[config.mk]
export PLATFORM = sky130hd
export DESIGN_NAME = evt_counter_bank
export DESIGN_NICKNAME = d
export VERILOG_FILES = /design/src/rtl/evt_cnt_pkg.sv /design/src/rtl/evt_rd_edge.sv /design/src/rtl/evt_rd_decode.sv /design/src/rtl/evt_sat_counter.sv /design/src/rtl/evt_counter_bank.sv
export SDC_FILE = /design/constraint.sdc
export NUM_CORES = 1
export LEC_CHECK = 0
export ABC_AREA = 1
export BUFFER_PORTS_ARGS = -buffer_cell sky130_fd_sc_hd__buf_2
export CAP_MARGIN = 10
export CORE_MARGIN = 3
export CORE_UTILIZATION = 50
export CTS_CLUSTER_DIAMETER = 150
export DETAILED_ROUTE_END_ITERATION = 6
export PLACE_DENSITY = 0.69
export SLEW_MARGIN = 20
export SYNTH_ARGS = -nofsm -noshare
export SYNTH_HDL_FRONTEND = slang
export SYNTH_SLANG_ARGS = --single-unit
[constraint.sdc]
create_clock -name clk -period 1.74 [get_ports clk]
set_clock_uncertainty 0.2 [all_clocks]
set_input_delay 0.261 -clock clk [delete_from_list [all_inputs] [get_ports clk]]
set_output_delay 0.261 -clock clk [all_outputs]
set_load 0.02 [all_outputs]
[src/rtl/evt_cnt_pkg.sv]
// Package: types and helpers shared by the counter bank.
// Assumes the widest counter mode is 16 bits and the bus is one byte wide.
package evt_cnt_pkg;
    localparam int CNT_W  = 16;
    localparam int BYTE_W = 8;

    typedef logic [CNT_W-1:0]  cnt_t;
    typedef logic [BYTE_W-1:0] byte_t;

    // Ceiling for the selected mode: FFH in legacy mode, FFFFH in extended mode.
    function automatic cnt_t sat_ceiling(input logic legacy);
        return legacy ? cnt_t'({BYTE_W{1'b1}}) : {CNT_W{1'b1}};
    endfunction
endpackage

[src/rtl/evt_rd_edge.sv]
// Turns a level read strobe into a one-cycle pulse on its rising edge.
// Assumes rd_stb is synchronous to clk.
module evt_rd_edge (
    input  logic clk,
    input  logic rst_n,
    input  logic stb,
    output logic pulse
);
    logic stb_q;

    // Remember last cycle's strobe level.
    always_ff @(posedge clk) begin
        if (!rst_n) stb_q <= 1'b0;
        else        stb_q <= stb;
    end

    assign pulse = stb & ~stb_q;

    AST_ONE_PULSE: assert property (@(posedge clk) disable iff (!rst_n)
        pulse |=> !pulse) else $error("strobe produced two pulses");
endmodule

[src/rtl/evt_rd_decode.sv]
// Decodes the read address, qualified by the strobe pulse, into one
// counter select per counter and a select for the shared high-byte register.
// Assumes NUM_CNT counters sit at consecutive addresses from BASE_ADDR,
// and that HI_ADDR lies outside that range.
module evt_rd_decode #(
    parameter int NUM_CNT   = 4,
    parameter int ADDR_W    = 8,
    parameter int BASE_ADDR = 'h25,
    parameter int HI_ADDR   = 'h3E
) (
    input  logic              pulse,
    input  logic              legacy,
    input  logic [ADDR_W-1:0] addr,
    output logic [NUM_CNT-1:0] cnt_sel,
    output logic              hi_sel
);
    // One comparator per counter.
    for (genvar g = 0; g < NUM_CNT; g++) begin : g_sel
        assign cnt_sel[g] = pulse && (addr == ADDR_W'(BASE_ADDR + g));
    end

    // The shared register is visible only in extended mode.
    assign hi_sel = pulse && !legacy && (addr == ADDR_W'(HI_ADDR));
endmodule

[src/rtl/evt_sat_counter.sv]
// One saturating counter that clears when read.
// A clear in the same cycle as an event loads 1, so that event is not lost.
// Assumes legacy selects the 8-bit ceiling and is otherwise steady.
module evt_sat_counter
    import evt_cnt_pkg::*;
(
    input  logic clk,
    input  logic rst_n,
    input  logic legacy,
    input  logic evt,
    input  logic clr,
    output cnt_t cnt_o
);
    cnt_t cnt_q;
    cnt_t ceiling;

    assign ceiling = sat_ceiling(legacy);

    // Count, saturate at the ceiling, or clear on a read.
    always_ff @(posedge clk) begin
        if (!rst_n)                        cnt_q <= '0;
        else if (clr)                      cnt_q <= evt ? cnt_t'(1) : '0;
        else if (evt && cnt_q < ceiling)   cnt_q <= cnt_q + 1'b1;
    end

    assign cnt_o = cnt_q;

    AST_LEG_SAT: assert property (@(posedge clk) disable iff (!rst_n)
        (legacy && cnt_q == 16'h00FF && evt && !clr) |=> cnt_q == 16'h00FF)
        else $error("legacy counter left FF");
    AST_EXT_SAT: assert property (@(posedge clk) disable iff (!rst_n)
        (!legacy && cnt_q == 16'hFFFF && evt && !clr) |=> cnt_q == 16'hFFFF)
        else $error("extended counter wrapped");
    AST_NO_WRAP: assert property (@(posedge clk) disable iff (!rst_n)
        !clr |=> cnt_q >= $past(cnt_q)) else $error("counter decreased without a read");
    AST_CLR_ZERO: assert property (@(posedge clk) disable iff (!rst_n)
        (clr && !evt) |=> cnt_q == '0) else $error("read did not clear");
    AST_CLR_EVT: assert property (@(posedge clk) disable iff (!rst_n)
        (clr && evt) |=> cnt_q == 16'd1) else $error("event lost at read");
endmodule

[src/rtl/evt_counter_bank.sv]
// Top level of the bank: edge detection on the strobe, address decode,
// NUM_CNT saturating counters, the shared high-byte register and the read
// data register. Read data appears one cycle after the strobe edge.
// Assumes wide_n is already synchronous to clk (low = 16-bit counters).
module evt_counter_bank
    import evt_cnt_pkg::*;
#(
    parameter int NUM_CNT   = 4,
    parameter int ADDR_W    = 8,
    parameter int BASE_ADDR = 'h25,
    parameter int HI_ADDR   = 'h3E
) (
    input  logic               clk,
    input  logic               rst_n,
    input  logic               wide_n,
    input  logic [NUM_CNT-1:0] cnt_evt,
    input  logic               rd_stb,
    input  logic [ADDR_W-1:0]  rd_addr,
    output logic               rd_valid,
    output logic [7:0]         rd_data
);
    logic               legacy;
    logic               pulse;
    logic [NUM_CNT-1:0] cnt_sel;
    logic               hi_sel;
    logic               any_cnt;
    logic               cap_en;
    cnt_t               cnt_all [NUM_CNT];
    byte_t              lo_mux;
    byte_t              hi_mux;
    byte_t              hi_q;

    assign legacy = wide_n;

    evt_rd_edge u_edge (
        .clk   (clk),
        .rst_n (rst_n),
        .stb   (rd_stb),
        .pulse (pulse)
    );

    evt_rd_decode #(
        .NUM_CNT   (NUM_CNT),
        .ADDR_W    (ADDR_W),
        .BASE_ADDR (BASE_ADDR),
        .HI_ADDR   (HI_ADDR)
    ) u_dec (
        .pulse   (pulse),
        .legacy  (legacy),
        .addr    (rd_addr),
        .cnt_sel (cnt_sel),
        .hi_sel  (hi_sel)
    );

    for (genvar g = 0; g < NUM_CNT; g++) begin : g_cnt
        evt_sat_counter u_cnt (
            .clk    (clk),
            .rst_n  (rst_n),
            .legacy (legacy),
            .evt    (cnt_evt[g]),
            .clr    (cnt_sel[g]),
            .cnt_o  (cnt_all[g])
        );
    end

    // Select the addressed counter's low and high bytes (selects are one-hot).
    always_comb begin
        lo_mux = '0;
        hi_mux = '0;
        for (int i = 0; i < NUM_CNT; i++) begin
            if (cnt_sel[i]) begin
                lo_mux = lo_mux | cnt_all[i][BYTE_W-1:0];
                hi_mux = hi_mux | cnt_all[i][CNT_W-1:BYTE_W];
            end
        end
    end

    assign any_cnt = |cnt_sel;
    assign cap_en  = any_cnt && !legacy;

    // Copy the high byte on an extended-mode counter read.
    always_ff @(posedge clk) begin
        if (!rst_n)      hi_q <= '0;
        else if (cap_en) hi_q <= hi_mux;
    end

    // Register the read result for one cycle; 00 when nothing was read.
    always_ff @(posedge clk) begin
        if (!rst_n) begin
            rd_valid <= 1'b0;
            rd_data  <= '0;
        end else begin
            rd_valid <= any_cnt | hi_sel;
            rd_data  <= any_cnt ? lo_mux : (hi_sel ? hi_q : '0);
        end
    end

    AST_SEL_ONEHOT: assert property (@(posedge clk) disable iff (!rst_n)
        $onehot0({cnt_sel, hi_sel})) else $error("two read targets at once");
    AST_HI_HOLD: assert property (@(posedge clk) disable iff (!rst_n)
        !cap_en |=> $stable(hi_q)) else $error("shared register changed without capture");
    AST_VALID_SRC: assert property (@(posedge clk) disable iff (!rst_n)
        rd_valid |-> $past(rd_stb)) else $error("valid without a strobe");
    AST_LEG_NOHI: assert property (@(posedge clk) disable iff (!rst_n)
        (legacy && !any_cnt) |-> !hi_sel) else $error("high byte visible in legacy mode");
endmodule

# --- Word level (Yosys, flattened, before mapping) ---
# Index checks and enable logic that the tools add are counted.
# Widths: inputs -> output; s select.
op_classes:
  reduce_logical: 17
  bitwise_logic: 9
  n_addsub: 4
  n_eq_ne: 5
  order_cmp: 4
  n_mux: 23
ops:
  columns: ["op", "count"]
  rows:
  - ["$mux 16", 9]
  - ["$mux 8", 10]
  - ["$add 16x1->16 const B", 4]
  - ["$lt 16x16->1", 4]
  - ["$or 8x8->8", 6]
  - ["$eq 8x6->1 const B", 5]
  - ["$logic_and 1x1->1", 11]
  - ["$reduce_bool 2->1", 4]
  - ["$mux 1", 4]
  - ["$reduce_or 4->1", 1]
  - ["$and 1x1->1", 1]
  - ["$logic_not 1->1", 1]
  - ["$not 1->1", 1]
  - ["$or 1x1->1", 1]
totals:
  inputBits: 16
  ff_bits: 82
  word_cells: 70

# --- Logic depth before layout (Yosys ltp) ---
# Gate-level depths: netlist of run 1.
logic_depth:
  word_depth: 11
  mapped_depth: 13
  mapped_depth_nobuf: 12

# --- Cells and area by module ---
# A second synthesis of run 1 with hierarchy kept.
unflattened:
  cells_unflattened: 1092
  hier_area_um2: 6381.1
modules_own_cells:
  columns: ["module", "area_each_um2", "cells_each", "instances"]
  rows:
  - ["evt_sat_counter", 1249.9, 209, 4]
  - ["evt_counter_bank", 1221.2, 220, 1]
  - ["evt_rd_decode", 122.6, 31, 1]
  - ["evt_rd_edge", 37.5, 5, 1]

# --- Worst setup path after synthesis of run 1 ---
# OpenSTA, ideal clock, no wires.
synth_timing:
  path_type: "register to register"
  start: "register g_cnt[2].u_cnt.cnt_q[9]"
  end: "register g_cnt[2].u_cnt.cnt_q[12]"
  arrival_time_ns: 1.526
  required_ns: 1.430
  slack_ns: -0.095
  setup_ns: 0.110
  path_stages_with_launch: 13
  cell_sequence: "dfxtp_1 ha_1 nand2_1 nand2_1 nand2_1 nand2_1 nand2_1 nand2_1 nor2_2 buf_6 nand3_1 nand2_1 nor2_1"
synth_between:
  elab_chain_len: 3
synth_lines:
  columns: ["item", "line", "text"]
  rows:
  - ["start, declared", "evt_sat_counter.sv:14", "cnt_t cnt_q;"]
  - ["start signal, assigned", "evt_sat_counter.sv:22", "else if (clr) cnt_q <= evt ? cnt_t'(1) : '0;"]
  - ["start signal, assigned", "evt_sat_counter.sv:23", "else if (evt && cnt_q < ceiling) cnt_q <= cnt_q + 1'b1;"]
  - ["$add 16x1->16 or $lt 16x16->1 (tied branches)", "evt_sat_counter.sv:23", null]
  - ["$mux 16 or $logic_and 1x1->1 (tied branches)", "evt_sat_counter.sv:23", null]
  - ["$mux 16 or $reduce_bool 2->1 (tied branches)", null, null]
# Parallel ways exist; a longest one is shown, timed or not. The select of a mux whose other input is x is not followed.
# A chain may end at the register's enable or synchronous reset.

# --- Worst setup path after layout of run 1 ---
layout_timing:
  start: "register g_cnt[1].u_cnt.cnt_q[9]"
  end: "register g_cnt[1].u_cnt.cnt_q[9]"
layout_between:
  elab_chain_len: 3
layout_lines:
  columns: ["item", "line"]
  rows:
  - ["start, declared", "evt_sat_counter.sv:14"]
  - ["start signal, assigned", "evt_sat_counter.sv:22"]
  - ["start signal, assigned", "evt_sat_counter.sv:23"]
  - ["$add 16x1->16 or $lt 16x16->1 (tied branches)", "evt_sat_counter.sv:23"]
  - ["$mux 16 or $logic_and 1x1->1 (tied branches)", "evt_sat_counter.sv:23"]
  - ["$mux 16 or $reduce_bool 2->1 (tied branches)", null]
# Parallel ways exist; a longest one is shown, timed or not. The select of a mux whose other input is x is not followed.

==> impl_metrics.json, run 1 <==
{
  "rsz0062_at_grt": "true",
  "grtUsageTotal_pct": 28.5,
  "r2r_start": "g_cnt[1].u_cnt.cnt_o[9]",
  "n_fill_cell": 768,
  "synthMuxAreaShare_pct": 0,
  "outcome": "complete, but fails checks",
  "worst_pin_slew_ns": 0.412,
  "drt_iter0_markers": 579,
  "place.detailed.hpwl_mm": 12.4,
  "remaining_drc_errors": 0,
  "setup_violations": 47,
  "wl_mm": 19.7,
  "synth.avg_cell_area_um2": 6.06,
  "core_um2": 11100,
  "antenna_left": 0,
  "synthToLayoutAreaGrowth_pct": 48.0,
  "reg2reg_slack_ns": -0.15,
  "htreeDepth": 3,
  "start_util_pct": 52.2,
  "syn-num-nets": 1006,
  "drive_above_1_share_pct": 37.0,
  "die_area_um2": 12900,
  "drv_slew": 0,
  "startpoint_type": "register",
  "clk_pin_slew_worst_paths_ns": 0.06,
  "power.density_nw_per_um2": 547,
  "antenna_found_initial": 0,
  "synth-compound-area-share_pct": 7.67,
  "finalNetCount": 1173,
  "synthSimpleGateAreaFrac_pct": 45.0,
  "cp.required_ns": 1.81,
  "layout_commonest_cell": "nand2_1",
  "multiInputGateArea_um2": 4540,
  "failed_checks": "negative setup slack",
  "detail_route.wl_per_cell_um": 15.5,
  "p_leak_nw": 3.66,
  "cts_root_buffer": "clkbuf_16",
  "synthAdderAreaFrac_pct": 7.80,
  "clkSinkCount": 82,
  "grt_pass1_vias": 6179,
  "synth_top_family_by_area": "simple AND/OR/NAND/NOR gates",
  "clkLatencyLatePin_ns": 0.35,
  "timing.fmax_mhz": 529,
  "post-route-period-util_pct": 109,
  "cpMostUsedCell": "nand2_1",
  "die_w_um": 114,
  "fin_crit_ns": 1.89,
  "holdCritPathClass": "in -> reg",
  "synthCells": 954,
  "vias": 6830,
  "drv_cap": 0,
  "slew_headroom_pct": 72.5,
  "yosysSeqAreaShare_pct": 28.4,
  "synth_warnings": 0,
  "cts.path.max_buffers": 2,
  "synth.distinct_cells": 28,
  "setup_ws_ns": -0.150,
  "die_h_um": 114,
  "fp-row-count": 38,
  "synth-xor-area-share_pct": 0.909,
  "slowest_stage": "dfxtp_2",
  "tns_ns": -2.74,
  "syn_area_um2": 5780,
  "arrival_ns": 1.96,
  "crit_fanout": 6,
  "ir_drop_uv": 884,
  "path_cells": "ha_4 -> nand2_1 -> nand2_1 -> nand2_1 -> nand2_1 -> nand2_2 -> nand3_4 -> buf_8 -> nor2_4 -> nor2_1 -> nor2_1",
  "grt_overflow": 0,
  "rr_worst_depth": 11,
  "io_buffers": 24,
  "whs_path_depth": 4,
  "hold-path-endpoint": "u_edge.stb_q",
  "place.gp.congestion": 0.903,
  "grt_pass1_wl_mm": 29.5,
  "finalHoldViolCount": 0,
  "holdBufCountCts": 0,
  "via_per_inst": 5.39,
  "critPathKind": "reg -> reg",
  "seqCellArea_um2": 1680,
  "final_util_pct": 77.2,
  "ioPinCount": 25,
  "cp_slowest_stage_delay_ns": 0.38,
  "hp-start": "rd_stb",
  "r2r-end": "g_cnt[1].u_cnt.cnt_o[9]",
  "diodes": 0,
  "numCtsBuffers": 9,
  "drtPass1Iterations": 5,
  "cts_tree": "yes",
  "grt_start_max_net_pins": 23,
  "layout_common_cells": "nand2_1 (246), nor2_1 (130), buf_4 (130)",
  "synth_seq_cells": 82,
  "critPathCaptureType": "register"
}
-- cells in the mapped netlist (all sizes together) --
cell,instances,area [um2]
nand3,93,508
o21ai,37,185
clkbuf,5,18.8
nand3b,5,37.5
dfxtp,82,1640
ha,36,450
o21a,1,7.51
buf,16,131
inv,117,442
nor3,23,135
nand2,292,1110
xor2,6,52.6
nor2,169,667
nand4,20,125
a21oi,50,250
nor4,2,12.5
-- layer usage --
layer,routed length [um],share of wire [%],vias to the layer above,global-route usage (%)
li1,-,-,3382,-
met1,7940,40,3088,37.0
met2,9580,49,294,47.4
met3,1450,7.4,66,6.05
met4,694,3.5,0,8.97
met5,0,0,-,0
-- power breakdown --
group	leakage (nW)	total (mW)	internal, mW	switching, mW
registers	0.676	1.91	1.90	0.0169
clock network	0.165	2.20	1.37	0.828
logic	2.81	0.560	0.231	0.329
total	3.66	4.67	3.50	1.17
-- what timing repair did --
item / CTS / global route
gates resized for setup: 108 / 160
hold endpoints to repair: 0 / 0
pin swaps: 33 / 47
endpoints found under the setup margin: 63 / 80
gates cloned: 2 / 3
setup buffers: 7 / 8
-- per-stage QoR --
step | cells | worst slack [ns] | hold slack (ns) | area, um2 | total power, mW
floorplan | 954 | -0.00280 | 0.154 | 5810 | 2.16
global placement | 1232 | -0.418 | 0.277 | 7000 | 2.33
detailed placement | 1232 | -0.451 | 0.268 | 7000 | 2.33
CTS | 1256 | -0.0465 | 0.0537 | 7890 | 4.58
global route | 1266 | -0.232 | 0.140 | 8550 | 4.83
finish | 1266 | -0.150 | 0.165 | 8550 | 4.67
-- cells by family (layout without fill, tap and decap cells) --
| kind of cell | count (synthesis) | after routing |
|---|---|---|
| AO/OA/AOI/OAI | 88 | 88 |
| buffers and inverters | 138 | 308 |
| XOR/XNOR | 6 | 6 |
| AND/OR/NAND/NOR | 604 | 606 |
| adder cells (fa/ha/maj) | 36 | 36 |
| flip-flops | 82 | 82 |
-- sequential cells by signal, indices dropped and copies added, names as in the netlist --
name / count
g_cnt.u_cnt.cnt_o: 64
hi_q: 8
rd_data: 8
rd_valid: 1
u_edge.stb_q: 1
-- final cells by class --
| class | instances | share of cell area [%] |
|---|---|---|
| Clock buffer | 12 | 3.12 |
| Clock inverter | 4 | 0.849 |
| Inverter | 117 | 5.28 |
| Multi-Input combinational cell | 736 | 53.1 |
| Sequential cell | 82 | 19.7 |
| Tap cell | 140 | 2.05 |
| Timing Repair Buffer | 174 | 15.8 |
| Timing Repair inverter | 1 | 0.0732 |
-- how the worst max path moves through the flow --
| stage | startpoint | endpoint | slack, ns |
|---|---|---|---|
| global route | g_cnt[3].u_cnt.cnt_o[15] | g_cnt[3].u_cnt.cnt_o[12] | -0.23 |
| CTS | g_cnt[2].u_cnt.cnt_o[15] | g_cnt[2].u_cnt.cnt_o[12] | -0.05 |
| global placement | wide_n | g_cnt[3].u_cnt.cnt_o[12] | -0.42 |
| detailed placement | wide_n | g_cnt[1].u_cnt.cnt_o[14] | -0.45 |
| finish | g_cnt[1].u_cnt.cnt_o[9] | g_cnt[1].u_cnt.cnt_o[9] | -0.15 |
| floorplan | g_cnt[2].u_cnt.cnt_o[10] | g_cnt[2].u_cnt.cnt_o[12] | -0.003 |
-- worst max-delay path: cells and delay by family (launching register included) --
kind	cells	cell delay (ns)
buffers and inverters	1	0.20
adder cells (fa/ha/maj)	1	0.21
flip-flops	1	0.38
AND/OR/NAND/NOR	9	0.82
No activity file was read; power rests on OpenSTA's default activity.
==> inputs of run 2 (changes only) <==
BUFFER_PORTS_ARGS = default   (was -buffer_cell sky130_fd_sc_hd__buf_2)
DONT_BUFFER_PORTS = 1   (was default)
PLACE_DENSITY = 0.68   (was 0.69)
==> run 2 against run 1 <==
  * The run still ends with negative setup slack left
  * Setup slack lost 0.075 ns
  * Final cell count shrank 2.3%
  * Power down 4.1%
  * Flip-flop and latch count stayed put
  * Sequential power is essentially flat
  * Global-route usage fell by 0.69 points
  * Final area grew 0.12%
  * Routed wire length increased by 1.4%
  * Hold slack lost 0.15 ns
  * Combinational power decreased by 6.8%
  * Non-clock buffer count shrank 26
  * Highest routed layer unchanged
==> impl_metrics.json, run 2 (synthesized netlist as in run 1, its figures left out) <==
{
  "outcome": "complete, but fails checks",
  "failed_checks": "negative setup slack",
  "core_um2": 11100,
  "use_met1_pct": 34.3,
  "detail_route.wl_per_cell_um": 16.1,
  "whs_path_depth": 4,
  "hp-start": "cnt_evt[1]",
  "wl_mm": 19.9,
  "drv_slew": 0,
  "setup_ws_ns": -0.225,
  "ir_drop_uv": 752,
  "grt_start_max_net_pins": 34,
  "die_h_um": 114,
  "finalNetCount": 1146,
  "remaining_drc_errors": 0,
  "finalHoldViolCount": 0,
  "vias": 6850,
  "met3_usage_pct": 6.05,
  "slew_headroom_pct": 59.7,
  "ioPinCount": 25,
  "numCtsBuffers": 9,
  "fin_crit_ns": 1.96,
  "final_util_pct": 77.3,
  "placedCellCount": 1191,
  "fp-row-count": 38,
  "via_per_inst": 5.54,
  "clk_pin_slew_worst_paths_ns": 0.06,
  "top_usage_layer": "met2",
  "rsz0062_at_grt": "true",
  "arrival_ns": 1.99,
  "setup_violations": 60,
  "p_total_mw": 4.48,
  "placed_cell_area_um2": 6730,
  "drt_iter0_markers": 643,
  "timing.fmax_mhz": 509,
  "fin_cells": 1237,
  "drive_above_1_share_pct": 37.9,
  "place.detailed.hpwl_mm": 12.3,
  "layout_common_cells": "nand2_1 (236), nor2_1 (126), buf_4 (120)",
  "holdCritPathClass": "in -> reg",
  "antenna_left": 0,
  "crit_fanout": 5,
  "antenna_found_initial": 0,
  "grt_overflow": 0,
  "layout_commonest_cell": "nand2_1",
  "grtUsageMet2_pct": 47.5,
  "critPathKind": "reg -> reg",
  "post-route-period-util_pct": 113,
  "synthToLayoutAreaGrowth_pct": 48.1,
  "io_buffers": 0,
  "diodes": 0,
  "start_util_pct": 52.2,
  "clkLatencyLatePin_ns": 0.36,
  "drtPass1Iterations": 5,
  "tns_ns": -5.51,
  "worst_pin_slew_ns": 0.605,
  "place.gp.congestion": 0.916,
  "die_w_um": 114,
  "grtUsageTotal_pct": 27.8,
  "power.density_nw_per_um2": 524,
  "largest_reg_flops": 64,
  "die_area_um2": 12900,
  "grt_pass1_wl_mm": 28.8,
  "cts.path.max_buffers": 2,
  "drv_cap": 0,
  "p_leak_nw": 3.60,
  "cp.required_ns": 1.77,
  "r2r-end": "g_cnt[1].u_cnt.cnt_o[11]",
  "n_fill_cell": 811,
  "stdcell_area_um2": 8560,
  "hold-path-endpoint": "g_cnt[1].u_cnt.cnt_o[0]",
  "cts_tree": "yes",
  "critPathCaptureType": "register",
  "rr_worst_depth": 9,
  "clkSinkCount": 82,
  "r2r_start": "g_cnt[1].u_cnt.cnt_o[15]",
  "startpoint_type": "register",
  "grt_pass1_vias": 6177,
  "reg2reg_slack_ns": -0.22,
  "cts_root_buffer": "clkbuf_16",
  "htreeDepth": 3
}
run 2: worst max path at each step:
stage                                        start                  endpoint  slack [ns]
after floorplan           g_cnt[2].u_cnt.cnt_o[10]  g_cnt[2].u_cnt.cnt_o[12]      -0.003
after global placement    g_cnt[2].u_cnt.cnt_o[15]   g_cnt[2].u_cnt.cnt_o[7]       -0.14
after detailed placement  g_cnt[2].u_cnt.cnt_o[11]   g_cnt[2].u_cnt.cnt_o[3]       -0.15
after CTS                 g_cnt[2].u_cnt.cnt_o[15]  g_cnt[2].u_cnt.cnt_o[15]       -0.06
after global routing       g_cnt[2].u_cnt.cnt_o[4]  g_cnt[2].u_cnt.cnt_o[13]       -0.37
final                     g_cnt[1].u_cnt.cnt_o[15]  g_cnt[1].u_cnt.cnt_o[11]       -0.22
run 2: area by class of cell:
| cell class | instances | area, um2 | area share (%) |
|---|---|---|---|
| repair inverters | 1 | 5.00 | 0.0585 |
| inverters | 117 | 452 | 5.28 |
| well taps | 140 | 175 | 2.05 |
| clock inverters | 5 | 81.3 | 0.950 |
| repair buffers | 148 | 1250 | 14.6 |
| clock buffers | 9 | 225 | 2.63 |
| multi-input cells | 735 | 4680 | 54.7 |
| flip-flops and latches | 82 | 1690 | 19.7 |
run 2: what timing repair did:
| item | in CTS | in global routing |
|---|---|---|
| endpoints found under the hold margin | 15 | 11 |
| buffers inserted | 6 | 15 |
| gates cloned | 4 | 3 |
| endpoints found under the setup margin | 64 | 80 |
| gates resized for setup | 126 | 184 |
| hold buffers | 4 | 1 |
| pin swaps | 32 | 85 |
run 2: critical path, cell delays in order, from the launching register on:
cell	delay [ns]
dfxtp_2	0.33
ha_4	0.28
nand2_4	0.06
nor2_4	0.15
nand4_1	0.19
nand3_4	0.21
buf_6	0.14
inv_6	0.04
a21oi_2	0.17
nor2_1	0.07
run 2: where the power goes:
| part | leakage, nW | internal, mW | total, mW | switching (mW) |
|---|---|---|---|---|
| combinational | 2.77 | 0.229 | 0.522 | 0.292 |
| sequential | 0.679 | 1.89 | 1.91 | 0.0155 |
| clock | 0.147 | 1.24 | 2.05 | 0.812 |
| total | 3.60 | 3.36 | 4.48 | 1.12 |
run 2: metrics by stage:
stage	setup WS, ns	hold slack, ns
floorplan	-0.00280	0.154
global placement	-0.139	0.160
detailed placement	-0.153	0.166
CTS	-0.0570	-0.194
global route	-0.369	0.0822
finish	-0.225	0.0127
run 2: layer usage:
layer	vias up	routed length (um)
met5	-	0
met4	0	897
met3	82	1500
met2	310	9540
met1	3123	7990
li1	3335	-
==> inputs of run 3 (changes only) <==
--- a/config.mk
+++ b/config.mk
@@ -15,2 +15,3 @@
 export PLACE_DENSITY = 0.68
+export SETUP_SLACK_MARGIN = 0.3
 export SLEW_MARGIN = 20
==> constraint.sdc (replaced) <==
create_clock -name clk -period 1.74 [get_ports clk]
set_clock_uncertainty 0.2 [all_clocks]
set_input_delay 0.174 -clock clk [delete_from_list [all_inputs] [get_ports clk]]
set_output_delay 0.174 -clock clk [all_outputs]
set_load 0.02 [all_outputs]
==> run 3 against run 2 <==
  * The flow still finishes with violations (negative setup slack)
  * Hold slack improved by 0.011 ns
  * Register-to-register slack improved by 0.08 ns
  * Clock-buffer cell count increased by 3
  * Power increased by 6.8%
  * Largest power group unchanged
  * Highest routed layer unchanged
==> impl_metrics.json, run 3 (synthesized netlist as in run 1, its figures left out) <==
{
  "outcome": "complete, but fails checks",
  "failed_checks": "negative setup slack",
  "rr_worst_depth": 9,
  "htreeDepth": 3,
  "cp.required_ns": 1.78,
  "crit_family": "simple AND/OR/NAND/NOR gates",
  "critPathCaptureType": "register",
  "clkSinkCount": 82,
  "die_area_um2": 12900,
  "setup_violations": 52,
  "grt_overflow": 0,
  "grt_pass1_vias": 6739,
  "grt_start_max_net_pins": 34,
  "slowest_stage": "dfxtp_2",
  "setup_ws_ns": -0.141,
  "finalHoldViolCount": 0,
  "placedCellCount": 1184,
  "grt_pass1_wl_mm": 31.1,
  "critPathKind": "reg -> reg",
  "holdCritPathClass": "in -> reg",
  "slew_headroom_pct": 52.9,
  "core_um2": 11100,
  "arrival_ns": 1.92,
  "finalNetCount": 1147,
  "cts_tree": "yes",
  "detail_route.wl_per_cell_um": 16.4,
  "rsz0062_at_grt": "true",
  "antenna_found_initial": 0,
  "r2r_start": "g_cnt[1].u_cnt.cnt_o[15]",
  "layout_commonest_cell": "nand2_1",
  "drt_iter0_markers": 429,
  "remaining_drc_errors": 0,
  "via_per_inst": 5.64,
  "ioPinCount": 25,
  "clkLatencyLatePin_ns": 0.35,
  "wl_mm": 20.3,
  "largest_reg_flops": 64,
  "synthToLayoutAreaGrowth_pct": 57.6,
  "reg2reg_slack_ns": -0.14,
  "post-route-period-util_pct": 108,
  "place.gp.congestion": 0.883,
  "hp-start": "rd_addr[5]",
  "cts.path.max_buffers": 2,
  "fin_crit_ns": 1.88,
  "ir_drop_uv": 662,
  "die_w_um": 114,
  "cp_slowest_stage_delay_ns": 0.33,
  "fp-row-count": 38,
  "die_h_um": 114,
  "crit_fanout": 6,
  "cts_root_buffer": "clkbuf_16",
  "startpoint_type": "register",
  "final_util_pct": 82.2,
  "power.density_nw_per_um2": 526,
  "path_cells": "ha_4 -> nand2_4 -> nor2_4 -> nand4_1 -> nand3_4 -> buf_6 -> nor2_1 -> nand2_1 -> a21oi_1",
  "io_buffers": 0,
  "p_leak_nw": 3.83,
  "layout_common_cells": "nand2_1 (226), nor2_1 (116), inv_1 (104)",
  "place.detailed.hpwl_mm": 13.2,
  "numCtsBuffers": 9,
  "whs_path_depth": 5,
  "antenna_left": 0,
  "grtUsageTotal_pct": 29.7,
  "timing.fmax_mhz": 532,
  "fin_cells": 1240,
  "worst_pin_slew_ns": 0.703,
  "path_buf_inv": 1,
  "p_total_mw": 4.79,
  "diodes": 0,
  "vias": 6988,
  "drtPass1Iterations": 5,
  "clk_pin_slew_worst_paths_ns": 0.06,
  "r2r-end": "g_cnt[1].u_cnt.cnt_o[5]",
  "hold-path-endpoint": "rd_data[5]",
  "drv_slew": 0,
  "drive_above_1_share_pct": 42.7,
  "start_util_pct": 52.2,
  "drv_cap": 0
}
==> run 3: layer usage <==
layer  global-route usage, %  routed length (um)  share of wire [%]  up-vias
met3                    5.73                1120                5.5       80
met2                    53.0               10300                 50      258
met4                    11.3                 792                3.9        0
li1                        -                   -                  -     3357
met5                       0                   0                  0        -
met1                    35.0                8170                 40     3293
==> run 3: timing repair <==
action,4_1_cts,5_1_grt
hold endpoints to repair,36,0
hold buffers,9,0
buffers inserted,15,7
gates cloned,5,4
pin swaps,39,64
setup endpoints to repair,81,81
resized for setup,158,136
==> run 3: per-stage QoR <==
stage	area (um2)	hold WS [ns]	setup TNS (ns)	setup slack, ns
4_1_cts	8430	0.0401	-0.654	-0.0530
3_5_place_dp	7300	0.0774	-1.32	-0.0890
6_report	9110	0.0237	-2.97	-0.141
5_1_grt	9110	0.0205	-8.95	-0.195
3_3_place_gp	7300	0.0724	-0.272	-0.0345
2_1_floorplan	6430	0.0675	0	0.0304
==> run 3: area by class of cell <==
type	instances	area, um2
fill	694	1970
multi-input combinational	736	5030
tap	140	175
clock buffer	12	268
inverter	117	467
timing repair inverter	2	22.5
clock inverter	4	95.1
sequential	82	1710
timing repair buffer	147	1340
==> run 3: how the worst max path moves through the flow <==
stage | start | end | slack (ns) | depth (start not counted)
2_1_floorplan | g_cnt[3].u_cnt.cnt_o[13] | g_cnt[3].u_cnt.cnt_o[9] | 0.03 | 10
3_3_place_gp | g_cnt[1].u_cnt.cnt_o[12] | g_cnt[1].u_cnt.cnt_o[10] | -0.03 | 8
3_5_place_dp | u_edge.stb_q | g_cnt[1].u_cnt.cnt_o[11] | -0.09 | 8
4_1_cts | g_cnt[1].u_cnt.cnt_o[13] | g_cnt[1].u_cnt.cnt_o[5] | -0.05 | 11
5_1_grt | g_cnt[2].u_cnt.cnt_o[11] | g_cnt[2].u_cnt.cnt_o[12] | -0.19 | 13
6_report | g_cnt[1].u_cnt.cnt_o[15] | g_cnt[1].u_cnt.cnt_o[5] | -0.14 | 9
==> run 3: power by group <==
| group | total (mW) | switching (mW) | leakage, nW | internal (mW) |
|---|---|---|---|---|
| sequential | 1.90 | 0.0190 | 0.683 | 1.89 |
| clock | 2.33 | 0.807 | 0.178 | 1.53 |
| combinational | 0.551 | 0.307 | 2.97 | 0.245 |
==> run 3: worst reg2reg max path: cells and delay by family (launching register included) <==
kind | cells | cell delay, ns
buffers and inverters | 1 | 0.15
AO/OA/AOI/OAI | 1 | 0.07
flip-flops | 1 | 0.33
AND/OR/NAND/NOR | 6 | 0.74
adder cells (fa/ha/maj) | 1 | 0.28
